$ cat config.mk
export PLATFORM = sky130hd
export DESIGN_NAME = decimal_alu
export DESIGN_NICKNAME = d
export VERILOG_FILES = /design/src/rtl/dalu_pkg.sv /design/src/rtl/dalu_bcd_adder.sv /design/src/rtl/dalu_arith.sv /design/src/rtl/dalu_shifter.sv /design/src/rtl/decimal_alu.sv
export SDC_FILE = /design/constraint.sdc
export NUM_CORES = 1
export LEC_CHECK = 0
export ABC_AREA = 0
export BUFFER_PORTS_ARGS = -buffer_cell sky130_fd_sc_hd__buf_2
export CAP_MARGIN = 20
export CELL_PAD_IN_SITES_DETAIL_PLACEMENT = 0
export CELL_PAD_IN_SITES_GLOBAL_PLACEMENT = 1
export CORE_MARGIN = 2
export CORE_UTILIZATION = 35
export DETAILED_ROUTE_END_ITERATION = 10
export GPL_TIMING_DRIVEN = 0
export PLACE_DENSITY_LB_ADDON = 0.1
export REMOVE_ABC_BUFFERS = 1
export SLEW_MARGIN = 25
export SYNTH_ARGS = -nofsm -noshare
export SYNTH_HDL_FRONTEND = slang
export SYNTH_SLANG_ARGS = --single-unit
export TNS_END_PERCENT = 20
$ cat constraint.sdc
create_clock -name vclk -period 5
set_input_delay 0.25 -clock vclk [all_inputs]
set_output_delay 0.25 -clock vclk [all_outputs]
set_load 0.02 [all_outputs]
$ cat src/rtl/dalu_pkg.sv
package dalu_pkg;
  localparam int DIGIT_W = 4;

  typedef logic [DIGIT_W-1:0] digit_t;

  typedef enum logic [1:0] {
    ALU_ZERO  = 2'b00,
    ALU_ADD   = 2'b01,
    ALU_PASS  = 2'b10,
    ALU_NINES = 2'b11
  } alu_op_e;

  typedef enum logic [1:0] {
    SH_NONE  = 2'b00,
    SH_RIGHT = 2'b01,
    SH_LEFT  = 2'b10,
    SH_ROTL  = 2'b11
  } shift_op_e;
endpackage

$ cat src/rtl/dalu_bcd_adder.sv
module dalu_bcd_adder
  import dalu_pkg::*;
#(
  parameter int NUM_DIGITS = 3
) (
  input  logic [NUM_DIGITS*DIGIT_W-1:0] a_i,
  input  logic [NUM_DIGITS*DIGIT_W-1:0] b_i,
  output logic [NUM_DIGITS*DIGIT_W-1:0] sum_o
);
  // carry into each digit; carry out of the top digit is dropped
  logic [NUM_DIGITS-1:0] cin;
  assign cin[0] = 1'b0;

  for (genvar k = 0; k < NUM_DIGITS; k++) begin : g_digit
    logic [DIGIT_W:0] raw;
    logic [DIGIT_W:0] adj;
    logic             over;
    assign raw  = {1'b0, a_i[k*DIGIT_W +: DIGIT_W]} + {1'b0, b_i[k*DIGIT_W +: DIGIT_W]}
                + {{DIGIT_W{1'b0}}, cin[k]};
    assign over = raw > (DIGIT_W+1)'(9);
    assign adj  = raw - (DIGIT_W+1)'(10);
    assign sum_o[k*DIGIT_W +: DIGIT_W] = over ? adj[DIGIT_W-1:0] : raw[DIGIT_W-1:0];
    if (k < NUM_DIGITS-1) begin : g_chain
      assign cin[k+1] = over;
    end
  end
endmodule

$ cat src/rtl/dalu_arith.sv
module dalu_arith
  import dalu_pkg::*;
#(
  parameter int NUM_DIGITS = 3
) (
  input  logic [NUM_DIGITS*DIGIT_W-1:0] left_i,
  input  logic [NUM_DIGITS*DIGIT_W-1:0] right_i,
  input  alu_op_e                       op_i,
  output logic [NUM_DIGITS*DIGIT_W-1:0] res_o
);
  localparam int W = NUM_DIGITS*DIGIT_W;

  logic [W-1:0] sum;
  logic [W-1:0] nines;

  dalu_bcd_adder #(.NUM_DIGITS(NUM_DIGITS)) u_add (
    .a_i  (left_i),
    .b_i  (right_i),
    .sum_o(sum)
  );

  for (genvar k = 0; k < NUM_DIGITS; k++) begin : g_nines
    assign nines[k*DIGIT_W +: DIGIT_W] = digit_t'(9) - left_i[k*DIGIT_W +: DIGIT_W];
  end

  always_comb begin
    unique case (op_i)
      ALU_ADD:   res_o = sum;
      ALU_PASS:  res_o = left_i;
      ALU_NINES: res_o = nines;
      default:   res_o = '0;
    endcase
  end
endmodule

$ cat src/rtl/dalu_shifter.sv
module dalu_shifter
  import dalu_pkg::*;
#(
  parameter int NUM_DIGITS = 3
) (
  input  logic [NUM_DIGITS*DIGIT_W-1:0] in_i,
  input  shift_op_e                     op_i,
  output logic [NUM_DIGITS*DIGIT_W-1:0] out_o,
  output digit_t                        carry_o
);
  localparam int W = NUM_DIGITS*DIGIT_W;

  digit_t top;
  assign top = in_i[W-1 -: DIGIT_W];

  always_comb begin
    carry_o = '0;
    unique case (op_i)
      SH_RIGHT: out_o = {{DIGIT_W{1'b0}}, in_i[W-1:DIGIT_W]};
      SH_LEFT: begin
        out_o   = {in_i[W-DIGIT_W-1:0], {DIGIT_W{1'b0}}};
        carry_o = top;
      end
      SH_ROTL: begin
        out_o   = {in_i[W-DIGIT_W-1:0], top};
        carry_o = top;
      end
      default:  out_o = in_i;
    endcase
  end
endmodule

$ cat src/rtl/decimal_alu.sv
module decimal_alu
  import dalu_pkg::*;
#(
  parameter int NUM_DIGITS    = 3,
  parameter int NEG_MIN_DIGIT = 5,
  localparam int W            = NUM_DIGITS*DIGIT_W
) (
  input  logic [W-1:0]       left_i,
  input  logic [W-1:0]       right_i,
  input  logic [1:0]         alu_op_i,
  input  logic [1:0]         shift_op_i,
  output logic [W-1:0]       result_o,
  output logic               neg_o,
  output logic [DIGIT_W-1:0] carry_digit_o
);
  logic [W-1:0] arith_res;

  dalu_arith #(.NUM_DIGITS(NUM_DIGITS)) u_arith (
    .left_i (left_i),
    .right_i(right_i),
    .op_i   (alu_op_e'(alu_op_i)),
    .res_o  (arith_res)
  );

  // ten's complement sign: top digit at or above half range
  assign neg_o = arith_res[W-1 -: DIGIT_W] >= digit_t'(NEG_MIN_DIGIT);

  dalu_shifter #(.NUM_DIGITS(NUM_DIGITS)) u_shift (
    .in_i   (arith_res),
    .op_i   (shift_op_e'(shift_op_i)),
    .out_o  (result_o),
    .carry_o(carry_digit_o)
  );
endmodule

==> results by group, run 1 <==
Layout
  • P&R area growth vs syn: 42.5%
  • Area of the multi-input gates: 1420 µm²
  • Share of cells above drive strength 1: 39.0%
  • Storage cell area: 0 µm²
  • Layout clock buffer count: 0
  • Final nets: 300
  • Sequential cells: 0
  • Fin area: 1920 µm²
  • Antenna Cells: 0
  • Fillers: 394

Setup path
  • Setup crit start kind: input pin
  • Crit path kind: in2out
  • Data required, critical path: 4.75 ns
  • Worst path cell trace: buf_8, ha_4, a21o_1, a21oi_2, xor2_2, a21oi_2, nor2_2, fa_2, inv_2, fa_2, xnor2_2, and2_4, o21a_1, fa_2, inv_2, fa_2, xor2_4, o32ai_2, nor3_2, or3_4, a32oi_4, a221oi_2, buf_4
  • Critical path peak fanout: 5
  • Crit. End Element: output port
  • Critical Path Most Common Cell: fa_2
  • CP max stage delay: 0.37 ns
  • Critical path arrival: 4.64 ns
  • Critical path's slowest cell: fa_2

STA
  • Setup repair after global routing missed its margin: yes
  • Setup WS post-layout: 0.107 ns
  • Final setup vio count: 0
  • Final min period: 4.89 ns
  • Worst slew pin tran: 0.946 ns
  • Final TNS setup: 0 ns
  • Final slew viol count: 0
  • Worst slew margin: 36.8%
  • Peak Freq: 0.204 GHz
  • Final Hold Fails: 0
  • Final period util: 97.9%
  • Fin Hold WS: 0.923 ns

Floorplanning
  • Row Count: 22
  • Die W: 66.1 µm
  • Chip Height: 66.1 µm
  • Total Die Area: 4360 µm²
  • Core ar.: 3690 µm²
  • Starting Density: 36.5%
  • I/O Pins: 45

Routing
  • Drt via density: 5.28
  • Post-Route WL: 4150 µm
  • Via Count: 1568
  • Drc violations: 0
  • Antenna Nets Post-Route: 0
  • DR pass1 iterations: 4
  • Iter 0 DRT Violations: 129
  • Drt wl/cell: 14.0 µm

Power
  • P per Cell Area: 182 nW/µm²
  • PnR Total Power: 0.350 mW
  • Leakage: 0.894 nW
  • Max VDD drop: 0.0934 mV

Placement
  • Setup WS pre-CTS: -0.594 ns
  • GPL Wtd Cong: 0.814
  • DPL Wire Length: 3030 µm
  • Port Buf Inserts: 45
  • Area after DPL: 1590 µm²

Yosys
  • Synth cell count leaders: inv_1, nor2_1, nand2_1
  • Yosys Warn Count: 0
  • Sequential-to-total area share from yosys stat: 0%
  • Synthesized cell area: 1350 µm²
  • Area leader, netlist: ha_1
  • Area share of the largest cell type after synthesis: 14.9%
  • Mapped Cells: 199
  • Largest cells by area after synthesis: ha_1, fa_1, inv_1
  • Yosys cell types: 47
  • Syn avg cell area: 6.77 µm²

Global route
  • Vias in the first global route: 1467
  • Largest net degree at the start of global routing: 18
  • Global Route Usage Sum: 19.0%
  • First-pass GRT wire length: 6630 µm
  • Initial antenna violation count: 0
  • GR Overflow Total: 0

Min path
  • Min-Delay Path Class: in2out

Flow run
  • Maximum capacitance violations: 0

CTS
  • CTS Hold Bufs: 0

Run status
  • Status: finished, final reports clean
[layout by cell type (no fill, tap or decap), drive strengths merged, types with 3 or more instances in the layout]
master / instances
a21oi: 9
a221oi: 4
and2: 4
buf: 60
fa: 5
ha: 16
inv: 20
mux2i: 4
nand2: 19
nand2b: 4
nand3: 5
nor2: 20
nor2b: 3
nor3: 6
nor4: 3
o211ai: 5
o21ai: 14
o22ai: 5
o31ai: 4
or2: 4
or3: 3
xnor2: 6
xor2: 3
[where the power goes]
part | switching (mW) | total, mW | internal, mW
Sequential | 0 | 0 | 0
Combinational | 0.190 | 0.350 | 0.159
Clock | 0 | 0 | 0
[per-stage QoR]
stage,std cells,utilization (%)
4_1_cts,294,50.1
3_5_place_dp,282,43.2
2_1_floorplan,189,-
3_3_place_gp,282,43.2
5_1_grt,297,52.1
6_report,297,52.1
[critical path: cells and delay by family]
| family | cells | cell delay [ns] |
|---|---|---|
| fa+ha+maj | 5 | 1.41 |
| compound gates | 7 | 1.26 |
| simple gates | 4 | 0.73 |
| xor+xnor | 3 | 0.58 |
| buf+inv | 4 | 0.39 |
[cell type report]
class              count  area share, %
well taps             48           3.13
inverters             20           3.91
multi-input cells    169           74.0
repair buffers        60           19.0
[metal layers]
| metal | GRT usage [%] | routed length, µm |
|---|---|---|
| met5 | 0 | 0 |
| met4 | 0 | 0 |
| met3 | 0.681 | 190 |
| met2 | 34.6 | 2040 |
| met1 | 26.4 | 1920 |
[timing repair]
item                       in CTS  in global routing
hold endpoints to repair        0                  0
setup endpoints to repair      13                 11
setup buffers                  12                  3
pin swaps                      20                 18
resized for setup              34                 11
[worst paths after layout]
path / startpoint / to / depth (start not counted)
hold / removal: shift_op_i[1] / result_o[2] / 3
setup / recovery: left_i[1] / result_o[6] / 23
[logic make-up after synthesis]
kind of cell | synth area share [%]
AOI/OAI and AO/OA | 29.1
muxes | 4.64
and+or+nand+nor | 29.1
adders and majority gates | 22.3
xor gates and xnor gates | 6.41
buffers and inverters | 8.54
Power figures use the tool's default switching activity.
==> inputs of run 2 (changes only) <==
--- a/config.mk
+++ b/config.mk
@@ -19,5 +19,6 @@
 export SLEW_MARGIN = 25
 export SYNTH_ARGS = -nofsm -noshare
 export SYNTH_HDL_FRONTEND = slang
+export SYNTH_HIERARCHICAL = 1
 export SYNTH_SLANG_ARGS = --single-unit
 export TNS_END_PERCENT = 20
==> results by group, run 2 <==
Run status
  • Status: complete, but fails checks
  • Failing checks: setup timing

Floorplanning
  • Total Die Area: 4320 µm² (-0.97%)
  • Core ar.: 3660 µm² (-0.75%)
  • Die W: 65.7 µm (-0.48%)
  • Row Count: 22 (unchanged)
  • Chip Height: 65.7 µm (-0.48%)
  • I/O Pins: 45 (unchanged)
  • Starting Density: 36.4% (-0.10 points)

Yosys
  • Largest cells by area after synthesis: ha_1, mux2i_1, a22o_1
  • Most common cell in the netlist: inv_1
  • Area leader, netlist: ha_1
  • Yosys cell types: 41 (-13%)
  • Sequential-to-total area share from yosys stat: 0% (unchanged)
  • Mapped Cells: 177 (-11%)
  • Synth cell count leaders: inv_1, ha_1, nand2_1
  • Synthesized cell area: 1330 µm² (-1.0%)
  • Syn avg cell area: 7.54 µm² (+11%)
  • Yosys Warn Count: 6 (+6)
  • Area share of the largest cell type after synthesis: 16.9% (+2.0 points)

STA
  • Peak Freq: 0.161 GHz (-21%)
  • Setup repair after global routing missed its margin: yes
  • Final setup vio count: 13 (+13)
  • Worst slew pin tran: 0.377 ns (-0.569 ns)
  • Final min period: 6.19 ns (+1.30 ns)
  • Final TNS setup: -12.73 ns (-12.73 ns)
  • Final slew viol count: 0 (unchanged)
  • Fin Hold WS: 1.02 ns (+0.0964 ns)
  • Setup WS post-layout: -1.19 ns (-1.30 ns)
  • Final period util: 124% (+26 points)
  • Final Hold Fails: 0 (unchanged)
  • Worst slew margin: 74.6% (+38 points)

Min path
  • Min-Delay Path Class: in2out
  • Worst Hold Endpoint: result_o[7]
  • HP Start: shift_op_i[1]
  • Hold depth: 4 (+1)

Global route
  • First-pass GRT wire length: 5970 µm (-10%)
  • Initial antenna violation count: 0 (unchanged)
  • Largest net degree at the start of global routing: 26 (+8)
  • GR Overflow Total: 0 (unchanged)
  • Global Route Usage Sum: 16.7% (-2.3 points)
  • Vias in the first global route: 1385 (-5.6%)

Routing
  • Via Count: 1434 (-8.5%)
  • Drt wl/cell: 12.8 µm (-8.5%)
  • DR pass1 iterations: 4 (unchanged)
  • Iter 0 DRT Violations: 73 (-43%)
  • Antenna Nets Post-Route: 0 (unchanged)
  • Drc violations: 0 (unchanged)
  • Post-Route WL: 3500 µm (-16%)
  • Drt via density: 5.23 (-0.87%)

Layout
  • Antenna Cells: 0 (unchanged)
  • Layout Utilization: 49.6% (-2.5 points)
  • Share of cells above drive strength 1: 38.1% (-0.90 points)
  • Most frequent cells in the layout: buf_2, buf_4, nand2_1, inv_1, ha_1
  • Final nets: 279 (-7.0%)
  • P&R area growth vs syn: 36.1%
  • Commonest non-fill, non-tap cell in the layout: buf_2
  • Sequential cells: 0 (unchanged)
  • Non-Filler Instances: 274 (-7.7%)
  • Storage cell area: 0 µm² (unchanged)
  • Layout clock buffer count: 0 (unchanged)
  • Fin area: 1820 µm² (-5.5%)

Setup path
  • Setup crit start kind: input pin
  • Critical path's slowest cell: fa_2
  • Crit. End Element: output port
  • Critical path peak fanout: 5 (unchanged)
  • Critical path arrival: 5.94 ns (+1.30 ns)
  • Crit path kind: in2out
  • CP max stage delay: 0.45 ns (+0.08 ns)
  • Data required, critical path: 4.75 ns (about the same)
  • Critical Path Most Common Cell: inv_2

Placement
  • # placed instances: 262 (-7.1%)
  • Port Buf Inserts: 45 (unchanged)
  • GPL Wtd Cong: 0.762 (-6.3%)
  • DPL Wire Length: 2780 µm (-8.2%)
  • Setup WS pre-CTS: -1.97 ns (-1.38 ns)
  • Area after DPL: 1550 µm² (-2.9%)

Power
  • Leakage: 0.920 nW (+2.8%)
  • PnR Total Power: 0.369 mW (+5.4%)
  • P per Cell Area: 203 nW/µm² (+11%)
  • Max VDD drop: 0.0838 mV (-10%)

Flow run
  • Maximum capacitance violations: 0 (unchanged)
==> run 2: report_power, final <==
part | internal (mW) | total, mW | leakage, nW | switching, mW
registers | 0 | 0 | 0 | 0
logic | 0.182 | 0.369 | 0.920 | 0.187
clock network | 0 | 0 | 0 | 0
==> run 2: cell type report <==
| cell class | count | area (µm²) |
|---|---|---|
| Inverter | 22 | 82.6 |
| Fill cell | 381 | 1850 |
| Multi-Input combinational cell | 147 | 1290 |
| Timing Repair Buffer | 57 | 378 |
| Tap cell | 48 | 60.1 |
==> run 2: timing repair <==
action	CTS	global route
gates resized for setup	44	6
setup endpoints to repair	17	17
pin swaps	18	16
buffers inserted	10	2
hold buffers	0	0
==> run 2: cells by family (layout without fill, tap and decap cells) <==
kind of cell / count (synthesis) / in the layout / synth area share [%]
and+or+nand+nor: 53 / 53 / 21.9
AOI/OAI and AO/OA: 50 / 50 / 27.2
buffers and inverters: 30 / 79 / 11.6
adders and majority gates: 23 / 23 / 24.4
muxes: 12 / 12 / 9.01
xor gates and xnor gates: 9 / 9 / 5.91
==> run 2: worst max path at each step <==
| stage | slack (ns) | depth (start not counted) | to | start |
|---|---|---|---|---|
| final | -1.19 | 30 | result_o[5] | right_i[0] |
| after global routing | -1.42 | 30 | result_o[5] | right_i[0] |
| after CTS | -1.53 | 30 | result_o[6] | right_i[0] |
| after detailed placement | -1.97 | 30 | result_o[6] | left_i[0] |
| after global placement | -1.80 | 30 | result_o[6] | left_i[0] |
| after floorplan | -1.40 | 28 | result_o[6] | left_i[0] |
==> run 2: worst max-delay path: cells and delay by family <==
family                     cells  cell delay, ns
AOI/OAI and AO/OA              7            1.52
muxes                          1            0.09
xor gates and xnor gates       1            0.19
buffers and inverters          8            0.64
and+or+nand+nor                4            0.69
adders and majority gates      9            2.55
==> run 2: layer usage <==
metal	vias to the layer above	wire (µm)	track usage, %
li1	735	-	-
met1	673	1540	19.9
met2	26	1840	34.7
met3	0	121	0.171
met4	0	0	0
met5	-	0	0
==> inputs of run 3 (changes only) <==
--- a/config.mk
+++ b/config.mk
@@ -6,7 +6,7 @@
 export NUM_CORES = 1
 export LEC_CHECK = 0
 export ABC_AREA = 0
-export BUFFER_PORTS_ARGS = -buffer_cell sky130_fd_sc_hd__buf_2
+export BUFFER_PORTS_ARGS = -buffer_cell sky130_fd_sc_hd__clkbuf_2
 export CAP_MARGIN = 20
 export CELL_PAD_IN_SITES_DETAIL_PLACEMENT = 0
 export CELL_PAD_IN_SITES_GLOBAL_PLACEMENT = 1
==> results by group, run 3 (synthesized netlist as in run 2, its figures left out) <==
Run status
  • Status: complete, but fails checks
  • Failing checks: setup timing

Floorplanning
  • I/O Pins: 45 (unchanged)
  • Row Count: 22 (unchanged)
  • Total Die Area: 4320 µm² (unchanged)
  • Starting Density: 36.4% (unchanged)
  • Chip Height: 65.7 µm (unchanged)
  • Core ar.: 3660 µm² (unchanged)
  • Die W: 65.7 µm (unchanged)

Layout
  • Non-Filler Instances: 278 (+1.5%)
  • Layout clock buffer count: 0 (unchanged)
  • P&R area growth vs syn: 39.0%
  • Storage cell area: 0 µm² (unchanged)
  • Sequential cells: 0 (unchanged)
  • Share of cells above drive strength 1: 37.8% (-0.23 points)
  • Commonest non-fill, non-tap cell in the layout: clkbuf_2
  • Final nets: 283 (+1.4%)
  • Most frequent cells in the layout: clkbuf_2, buf_4, nand2_1, inv_1, ha_1
  • Fillers: 365 (-4.2%)
  • Antenna Cells: 0 (unchanged)

Global route
  • Initial antenna violation count: 0 (unchanged)
  • Vias in the first global route: 1347 (-2.7%)
  • GR Util met3: 0% (-0.17 points)
  • GR Overflow Total: 0 (unchanged)
  • Routing usage on met2: 31.3% (-3.4 points)
  • Largest net degree at the start of global routing: 26 (unchanged)
  • Met1 usage: 21.5% (+1.6 points)
  • First-pass GRT wire length: 5860 µm (-1.8%)
  • Global Route Usage Sum: 16.5% (-0.23 points)
  • Gr busiest metal: met2

Placement
  • Port Buf Inserts: 45 (unchanged)
  • Setup WS pre-CTS: -1.94 ns (+0.0310 ns)
  • GPL Wtd Cong: 0.763 (+0.12%)
  • # placed instances: 262 (unchanged)
  • DPL Wire Length: 2760 µm (-0.69%)

STA
  • Final min period: 6.24 ns (+0.0476 ns)
  • Setup WS post-layout: -1.24 ns (-0.0476 ns)
  • Final slew viol count: 0 (unchanged)
  • Worst slew pin tran: 0.405 ns (+0.0282 ns)
  • Peak Freq: 0.160 GHz (-0.76%)
  • Final Hold Fails: 0 (unchanged)
  • Setup repair after global routing missed its margin: yes
  • Final period util: 125% (+0.95 points)
  • Final TNS setup: -14.16 ns (-1.43 ns)
  • Worst slew margin: 73.0% (-1.6 points)
  • Final setup vio count: 13 (unchanged)

Setup path
  • Data required, critical path: 4.75 ns (about the same)
  • Crit. End Element: output port
  • Critical path peak fanout: 5 (unchanged)
  • CP max stage delay: 0.45 ns (about the same)
  • Crit path kind: in2out
  • Critical path arrival: 5.99 ns (+0.05 ns)
  • Critical path's slowest cell: fa_2
  • Setup crit start kind: input pin
  • Critical Path Most Common Cell: inv_2

Min path
  • Worst Hold Endpoint: result_o[5]
  • HP Start: left_i[1]
  • Hold depth: 5 (+1)
  • Min-Delay Path Class: in2out

Power
  • P per Cell Area: 202 nW/µm² (-0.71%)
  • Clk network pwr share: 0% (unchanged)
  • Leakage: 0.948 nW (+3.1%)
  • Switching power: 0.185 mW (-0.86%)
  • Sequential share of power: 0% (unchanged)
  • Comb power frac: 100.0% (about the same)
  • Sw Ratio: 49.6% (-1.1 points)
  • Cell internal pwr: 0.188 mW (+3.7%)
  • Max VDD drop: 0.0846 mV (+0.96%)

Routing
  • Drt via density: 5.12 (-2.3%)
  • Antenna Nets Post-Route: 0 (unchanged)
  • Iter 0 DRT Violations: 39 (-47%)
  • DR pass1 iterations: 4 (unchanged)
  • Via Count: 1422 (-0.84%)
  • Drt wl/cell: 12.2 µm (-4.7%)
  • Drc violations: 0 (unchanged)
  • Post-Route WL: 3390 µm (-3.3%)

Flow run
  • Maximum capacitance violations: 0 (unchanged)

CTS
  • CTS Hold Bufs: 0 (unchanged)
[run 3: cell count changes in the layout (fill, tap and decap cells not counted)]
cell	change
a32oi_2	-1
buf_4	-3
a32oi_1	+1
clkbuf_8	+5
buf_2	-27
clkbuf_4	+4
buf_8	+1
clkbuf_2	+27
a22o_4	-1
ha_1	+1
buf_6	-3
ha_2	-1
a22o_1	+1
[run 3: final cells by class]
| cell class | instances | area [µm²] | area share, % |
|---|---|---|---|
| timing repair buffer | 61 | 435 | 23.5 |
| inverter | 22 | 82.6 | 4.45 |
| tap | 48 | 60.1 | 3.24 |
| multi-input combinational | 147 | 1280 | 68.8 |
[run 3: how the worst max path moves through the flow]
| stage | slack [ns] | endpoint | cells past startpoint | startpoint |
|---|---|---|---|---|
| 2_1_floorplan | -1.40 | result_o[6] | 28 | left_i[0] |
| 4_1_cts | -1.53 | result_o[6] | 30 | right_i[0] |
| 5_1_grt | -1.50 | result_o[6] | 30 | left_i[0] |
| 6_report | -1.24 | result_o[10] | 30 | left_i[0] |
| 3_3_place_gp | -1.83 | result_o[6] | 30 | left_i[0] |
| 3_5_place_dp | -1.94 | result_o[5] | 30 | left_i[0] |
[run 3: through the flow]
step / util [%] / hold slack [ns] / power (mW) / instance area [µm²]
after floorplan: - / 0.645 / 0.209 / 1260
after global placement: 42.2 / 1.07 / 0.280 / 1550
after detailed placement: 42.2 / 1.09 / 0.287 / 1550
after CTS: 48.9 / 1.10 / 0.349 / 1790
after global routing: 50.6 / 1.13 / 0.415 / 1850
final: 50.6 / 1.08 / 0.374 / 1850
[run 3: layer usage]
layer,vias up,wire [µm]
met3,4,80
met2,25,1710
li1,742,-
met1,651,1570
met5,-,0
met4,0,31
[run 3: power groups by stage]
stage	Sequential [mW]	Combinational, mW	Clock [mW]
final	0	0.374	0
after global routing	0	0.415	0
after CTS	0	0.349	0
after detailed placement	0	0.287	0
after global placement	0	0.280	0
after floorplan	0	0.209	0
[run 3: critical path, delay by kind of cell]
kind / cells / cell delay, ns
and+or+nand+nor: 4 / 0.70
adders and majority gates: 9 / 2.54
AOI/OAI and AO/OA: 7 / 1.54
xor gates and xnor gates: 1 / 0.20
buffers and inverters: 9 / 0.76
[run 3: repair_timing]
action                     4_1_cts  5_1_grt
buffers inserted                11        5
setup endpoints to repair       17       17
resized for setup               43       13
pin swaps                       17       17
